===== config.mk =====
export PLATFORM = sky130hd
export DESIGN_NAME = ccd_phase_seq
export DESIGN_NICKNAME = d
export VERILOG_FILES = /design/src/rtl/ccd_seq_pkg.sv /design/src/rtl/ccd_step_timer.sv /design/src/rtl/ccd_phase_decode.sv /design/src/rtl/ccd_phase_seq.sv
export SDC_FILE = /design/constraint.sdc
export NUM_CORES = 1
export LEC_CHECK = 0
export BUFFER_PORTS_ARGS = -buffer_cell sky130_fd_sc_hd__buf_2
export CORE_MARGIN = 5
export CORE_UTILIZATION = 40
export CTS_CLUSTER_DIAMETER = 80
export DETAILED_ROUTE_END_ITERATION = 8
export HOLD_SLACK_MARGIN = 0.06
export PLACE_DENSITY = 0.62
export SLEW_MARGIN = 25
export SYNTH_ARGS = -nofsm -noshare
export SYNTH_HDL_FRONTEND = slang
export SYNTH_SLANG_ARGS = --single-unit

===== constraint.sdc =====
create_clock -name clk -period 3 [get_ports clk]
set_input_delay 0.6 -clock clk [delete_from_list [all_inputs] [get_ports clk]]
set_output_delay 0.6 -clock clk [all_outputs]
set_load 0.1 [all_outputs]

===== src/rtl/ccd_seq_pkg.sv =====
package ccd_seq_pkg;
  typedef enum logic [3:0] {
    ST_IDLE,
    ST_GATHER,
    ST_OV12,
    ST_HOLD2,
    ST_OV23,
    ST_HOLD3,
    ST_OV31,
    ST_HOLD1,
    ST_DONE
  } seq_state_t;

  // Steps where two neighbouring phases are high together.
  function automatic logic is_overlap(input seq_state_t s);
    return (s == ST_OV12) || (s == ST_OV23) || (s == ST_OV31);
  endfunction
endpackage


===== src/rtl/ccd_step_timer.sv =====
module ccd_step_timer #(
  parameter int CNT_W = 8
) (
  input  logic             clk,
  input  logic             rst_n,
  input  logic             load,
  input  logic [CNT_W-1:0] load_val,
  output logic             zero
);
  logic [CNT_W-1:0] cnt_q;

  always_ff @(posedge clk or negedge rst_n) begin
    if (!rst_n)             cnt_q <= '0;
    else if (load)          cnt_q <= load_val;
    else if (cnt_q != '0)   cnt_q <= cnt_q - 1'b1;
  end

  assign zero = (cnt_q == '0);
endmodule


===== src/rtl/ccd_phase_decode.sv =====
module ccd_phase_decode
  import ccd_seq_pkg::*;
(
  input  seq_state_t state,
  output logic [2:0] phases,   // {p1,p2,p3}
  output logic       busy,
  output logic       done
);
  always_comb begin
    unique case (state)
      ST_GATHER: phases = 3'b100;
      ST_OV12:   phases = 3'b110;
      ST_HOLD2:  phases = 3'b010;
      ST_OV23:   phases = 3'b011;
      ST_HOLD3:  phases = 3'b001;
      ST_OV31:   phases = 3'b101;
      ST_HOLD1:  phases = 3'b100;
      default:   phases = 3'b110;   // idle and done: collection pattern
    endcase
  end

  assign busy = (state != ST_IDLE);
  assign done = (state == ST_DONE);
endmodule


===== src/rtl/ccd_phase_seq.sv =====
module ccd_phase_seq
  import ccd_seq_pkg::*;
#(
  parameter int DWELL_W = 8,
  parameter int OVL_W   = 4
) (
  input  logic               clk,
  input  logic               rst_n,
  input  logic               start_i,
  input  logic               shift_mode_i,
  input  logic [DWELL_W-1:0] dwell_i,
  input  logic [OVL_W-1:0]   ovl_i,
  output logic               p1_o,
  output logic               p2_o,
  output logic               p3_o,
  output logic               busy_o,
  output logic               done_o
);
  localparam int CNT_W = (DWELL_W > OVL_W) ? DWELL_W : OVL_W;

  seq_state_t         state_q, state_d;
  logic [DWELL_W-1:0] dwell_q;
  logic [OVL_W-1:0]   ovl_q;
  logic               tmr_load, tmr_zero;
  logic [CNT_W-1:0]   tmr_val;
  logic [2:0]         phases;

  // Step length minus one; a zero count collapses to a single cycle.
  function automatic logic [CNT_W-1:0] step_reload(input logic [CNT_W-1:0] n);
    return (n == '0) ? '0 : n - 1'b1;
  endfunction

  function automatic seq_state_t succ(input seq_state_t s);
    unique case (s)
      ST_GATHER: return ST_OV12;
      ST_OV12:   return ST_HOLD2;
      ST_HOLD2:  return ST_OV23;
      ST_OV23:   return ST_HOLD3;
      ST_HOLD3:  return ST_OV31;
      ST_OV31:   return ST_HOLD1;
      ST_HOLD1:  return ST_DONE;
      default:   return ST_IDLE;
    endcase
  endfunction

  always_comb begin
    state_d  = state_q;
    tmr_load = 1'b0;
    tmr_val  = '0;
    unique case (state_q)
      ST_IDLE: if (start_i && shift_mode_i) begin
        state_d  = ST_GATHER;
        tmr_load = 1'b1;
        tmr_val  = step_reload(CNT_W'(dwell_i));
      end
      ST_DONE: state_d = ST_IDLE;
      default: if (tmr_zero) begin
        state_d  = succ(state_q);
        tmr_load = 1'b1;
        tmr_val  = is_overlap(succ(state_q)) ? step_reload(CNT_W'(ovl_q))
                                             : step_reload(CNT_W'(dwell_q));
      end
    endcase
  end

  always_ff @(posedge clk or negedge rst_n) begin
    if (!rst_n) begin
      state_q <= ST_IDLE;
      dwell_q <= '0;
      ovl_q   <= '0;
    end else begin
      state_q <= state_d;
      if (state_q == ST_IDLE && start_i && shift_mode_i) begin
        dwell_q <= dwell_i;
        ovl_q   <= ovl_i;
      end
    end
  end

  ccd_step_timer #(.CNT_W(CNT_W)) u_timer (
    .clk      (clk),
    .rst_n    (rst_n),
    .load     (tmr_load),
    .load_val (tmr_val),
    .zero     (tmr_zero)
  );

  ccd_phase_decode u_decode (
    .state  (state_q),
    .phases (phases),
    .busy   (busy_o),
    .done   (done_o)
  );

  assign {p1_o, p2_o, p3_o} = phases;

  // Barrier and hold rules on the driven phases.
  p_no_all_high_r6: assert property (@(posedge clk) disable iff (!rst_n)
    !(p1_o && p2_o && p3_o));
  p_no_all_low_r6: assert property (@(posedge clk) disable iff (!rst_n)
    (p1_o || p2_o || p3_o));

  // Each phase rises only while the phase behind it still holds the packet.
  p_rise2_overlap_r4: assert property (@(posedge clk) disable iff (!rst_n)
    $rose(p2_o) |-> p1_o);
  p_rise3_overlap_r4: assert property (@(posedge clk) disable iff (!rst_n)
    $rose(p3_o) |-> p2_o);
  p_rise1_overlap_r4: assert property (@(posedge clk) disable iff (!rst_n)
    $rose(p1_o) |-> p3_o);

  p_idle_pattern_r1: assert property (@(posedge clk) disable iff (!rst_n)
    !busy_o |-> (p1_o && p2_o && !p3_o && !done_o));
  p_done_single_r7: assert property (@(posedge clk) disable iff (!rst_n)
    done_o |=> !done_o && !busy_o);
  p_done_pattern_r7: assert property (@(posedge clk) disable iff (!rst_n)
    done_o |-> (p1_o && p2_o && !p3_o && busy_o));
  p_busy_held_r8: assert property (@(posedge clk) disable iff (!rst_n)
    (busy_o && !done_o) |=> busy_o);
  p_integrate_refused_r9: assert property (@(posedge clk) disable iff (!rst_n)
    (!busy_o && start_i && !shift_mode_i) |=> !busy_o);
endmodule


==> summary.txt <==
Setup path
  – Worst Setup End Kind: flop
  – FF-to-FF Start: state_q[0]
  – Worst r2r dst: u_timer.cnt_q[1]
  – Reg-to-reg slack, setup: 0.73 ns
  – Crit path cell chain: or3_1, nor3_2, buf_4, o32a_1, o221ai_1
  – Arrival @ worst endpoint: 2.40 ns
  – Worst path depth: 5
  – Worst Setup SP: state_q[0]
  – CP Launch Type: flop
  – Slowest Stage Delay on Critical Path: 0.51 ns
  – Critical Path RT: 3.13 ns
  – R2r worst-path depth: 5
  – Delay-heaviest family, CP: simple AND/OR/NAND/NOR gates
  – Critical path fanouts, max: 15
  – Setup CP Type: flop to flop
  – Buf+Inv Stages, Crit Path: 1
  – Crit-path slowest cell: or3_1
  – Crit path to: u_timer.cnt_q[1]

Placement
  – Dpl cells: 275
  – DP HPWL: 2960 µm
  – Area after DPL: 1830 µm²
  – RePlAce Congestion: 0.910
  – Buffers on Ports: 20

Yosys
  – Mapped Area: 1700 µm²
  – Syn Area/Cell: 8.04 µm²
  – Number of synthesized flops with an enable pin: 0
  – #FFs+latches synth: 24
  – Top_reg_cell synth: dfrtp_1
  – Area contributors post-synth: dfrtp_1 (35%), nand2_1 (9.1%), a21oi_1 (4.4%)
  – Sequential-to-total area share from yosys stat: 35.4%
  – Post-Syn Nets: 231
  – Synth top area share: 35.4%
  – Mapped Cells: 211
  – Cell variety after synth: 49
  – Yosys warns: 0
  – Fraction of registers with async set or reset after synthesis: 100%
  – Yosys top cell by area: dfrtp_1

Pwr
  – Peak VDD IR: 0.000382 V
  – Tot Pwr: 1.78 mW
  – P_sw: 0.838 mW
  – Sequential cell fraction of total power: 38.4%
  – Clk network pwr share: 12.8%
  – Pleak: 0.805 nW
  – Comb pwr share: 48.8%
  – Switching part of the total: 47.2%
  – Cell-internal power: 0.938 mW
  – Pwr dens: 941 nW/µm²

Hold path
  – Hold WC Path Type: primary input to async pin

CTS
  – TritonCTS clock tree: yes
  – Post-CTS Setup Inserts: 0
  – CTS Buffer Depth: 2
  – CTS root buf: clkbuf_8
  – Clock buffer count from CTS: 3
  – H-Tree Level Count: 1
  – Post-CTS sizing: 0
  – Cts hold-fix bufs: 0
  – Clock-pin slew on the worst setup and hold paths: 0.09 ns
  – Clk_lat worst skew: 0.27 ns
  – Sink Count: 24

Die
  – Num ports: 21
  – Die Y: 75.1 µm
  – Die Wd: 75.1 µm
  – Row count: 23
  – Die area: 5640 µm²
  – Core ar.: 4060 µm²
  – Initial Utilization: 41.8%

Routing
  – Drt first pass iters: 4
  – DRC violations left: 0
  – Starting DRT DRC Count: 90
  – Final wirelength: 3900 µm
  – Avg WL per Cell: 14.0 µm
  – ANT nets after route: 0
  – Vias per inst: 5.54
  – Vias: 1,546

STA
  – Final Setup Violations: 0
  – Post-layout minimum cycle time: 2.27 ns
  – Tcrit/Tclk final: 75.6%
  – Max Freq: 441 MHz
  – Skew final: 0.00312 ns
  – Final hold vios: 0
  – Worst-Margin Slew: 0.612 ns
  – Relative slew slack: 59.2%
  – Fin Setup TNS: 0 ns
  – Unrepaired setup endpoints after global routing: false
  – Pins over their slew limit: 0

Cells and area
  – Design Area, Final: 1890 µm²
  – Register area: 601 µm²
  – Fraction of layout cells with a size suffix above 1: 16.2%
  – N_diodes: 0
  – FILL cells: 393
  – Final Net Count: 250
  – Multi-input gate area: 1010 µm²
  – Post-Layout Cell Count: 279
  – Area growth, synth to finish: 11.3%

GRT
  – Gr ovfl total: 0
  – Gr usage total: 15.0%
  – Number of global-route vias before repair: 1,406
  – Largest net degree at the start of global routing: 25
  – Global-route wire length before repair: 6560 µm
  – Initial antenna violation count: 0

Run
  – Max Cap Violations: 0

Outcome
  – Status: finished, final reports clean
==> final cells by class <==
| class | instances | share of cell area [%] |
|---|---|---|
| well taps | 50 | 3.31 |
| multi-input cells | 168 | 53.5 |
| repair buffers | 23 | 6.49 |
| inverters | 10 | 1.99 |
| clock buffers | 4 | 2.92 |
| flip-flops and latches | 24 | 31.8 |
==> flip-flops by register name, indices dropped and copies added (netlist names) <==
signal and count:
dwell_q 8, u_timer.cnt_q 8, state_q 4, ovl_q 4
==> worst min-delay path by stage <==
stage	startpoint	endpoint	slack (ns)	depth (start not counted)
final	rst_n	dwell_q[0]	0.29	1
after CTS	rst_n	state_q[1]	0.32	1
after floorplan	rst_n	dwell_q[0]	0.30	0
after global routing	rst_n	state_q[1]	0.34	1
after detailed placement	dwell_q[3]	dwell_q[3]	0.51	2
after global placement	dwell_q[3]	dwell_q[3]	0.51	2
==> layout by cell type, fill, tap and decap left out, types with 2 or more instances in the layout <==
cell       n
a211oi_1   2
a21oi_1   15
and2_1     2
buf_2     20
buf_4      3
clkbuf_8   4
dfrtp_1   24
ha_1       4
inv_1     10
mux2i_1    4
nand2_1   41
nand2b_1   3
nand3_1    2
nor2_1    18
nor3_1     9
nor4_1     5
o211ai_1   2
o21ai_0   12
o22ai_1    3
o31ai_1    2
o32a_1     3
or3_1      5
or3b_2     2
or4_1      3
xnor2_1    6
xor2_1     2
==> cells in the mapped netlist (2+ instances only) <==
| cell | instances |
|---|---|
| nand2_1 | 41 |
| dfrtp_1 | 24 |
| nor2_1 | 18 |
| a21oi_1 | 15 |
| o21ai_0 | 12 |
| inv_1 | 10 |
| nor3_1 | 9 |
| buf_2 | 6 |
| xnor2_1 | 6 |
| nor4_1 | 5 |
| or3_1 | 5 |
| ha_1 | 4 |
| mux2i_1 | 4 |
| nand2b_1 | 3 |
| o22ai_1 | 3 |
| o32a_1 | 3 |
| or4_1 | 3 |
| a211oi_1 | 2 |
| and2_1 | 2 |
| clkbuf_1 | 2 |
| nand3_1 | 2 |
| o211ai_1 | 2 |
| o31ai_1 | 2 |
| or3b_2 | 2 |
| xor2_1 | 2 |
==> power by group through the flow <==
stage	Combinational (mW)	Sequential (mW)	Clock, mW
4_1_cts	0.870	0.679	0.227
6_report	0.867	0.682	0.228
3_5_place_dp	0.863	0.685	0
2_1_floorplan	0.729	0.621	0
3_3_place_gp	0.868	0.684	0
5_1_grt	0.958	0.711	0.241
==> cells by family after synthesis <==
family	count (synthesis)	synth area share, %
muxes	4	2.36
DFF	24	35.4
xor gates and xnor gates	8	4.13
and+or+nand+nor	101	30.6
AOI/OAI and AO/OA	51	19.5
buffers and inverters	19	5.09
adders and majority gates	4	2.95
==> per-layer routing <==
metal  track usage [%]  vias up  wire, µm
met2              23.6       24      1820
met3              1.60        8       104
met4              5.34        0        59
li1                  -      790         -
met5                 0        -         0
met1              21.5      724      1920
==> worst reg2reg max path, delay by kind of cell (launching register included) <==
family,cells,cell delay (ns)
AOI/OAI and AO/OA,2,0.31
buffers and inverters,1,0.31
DFF,1,0.50
and+or+nand+nor,2,1.01
==> through the flow <==
step	hold WS, ns	utilization (%)	setup WS [ns]
floorplan	0.304	-	0.674
global placement	0.507	45.2	0.655
detailed placement	0.509	45.2	0.638
CTS	0.317	46.5	0.718
global route	0.341	46.5	0.569
finish	0.292	46.5	0.733
Note: power is estimated with default switching activity, not from simulation.
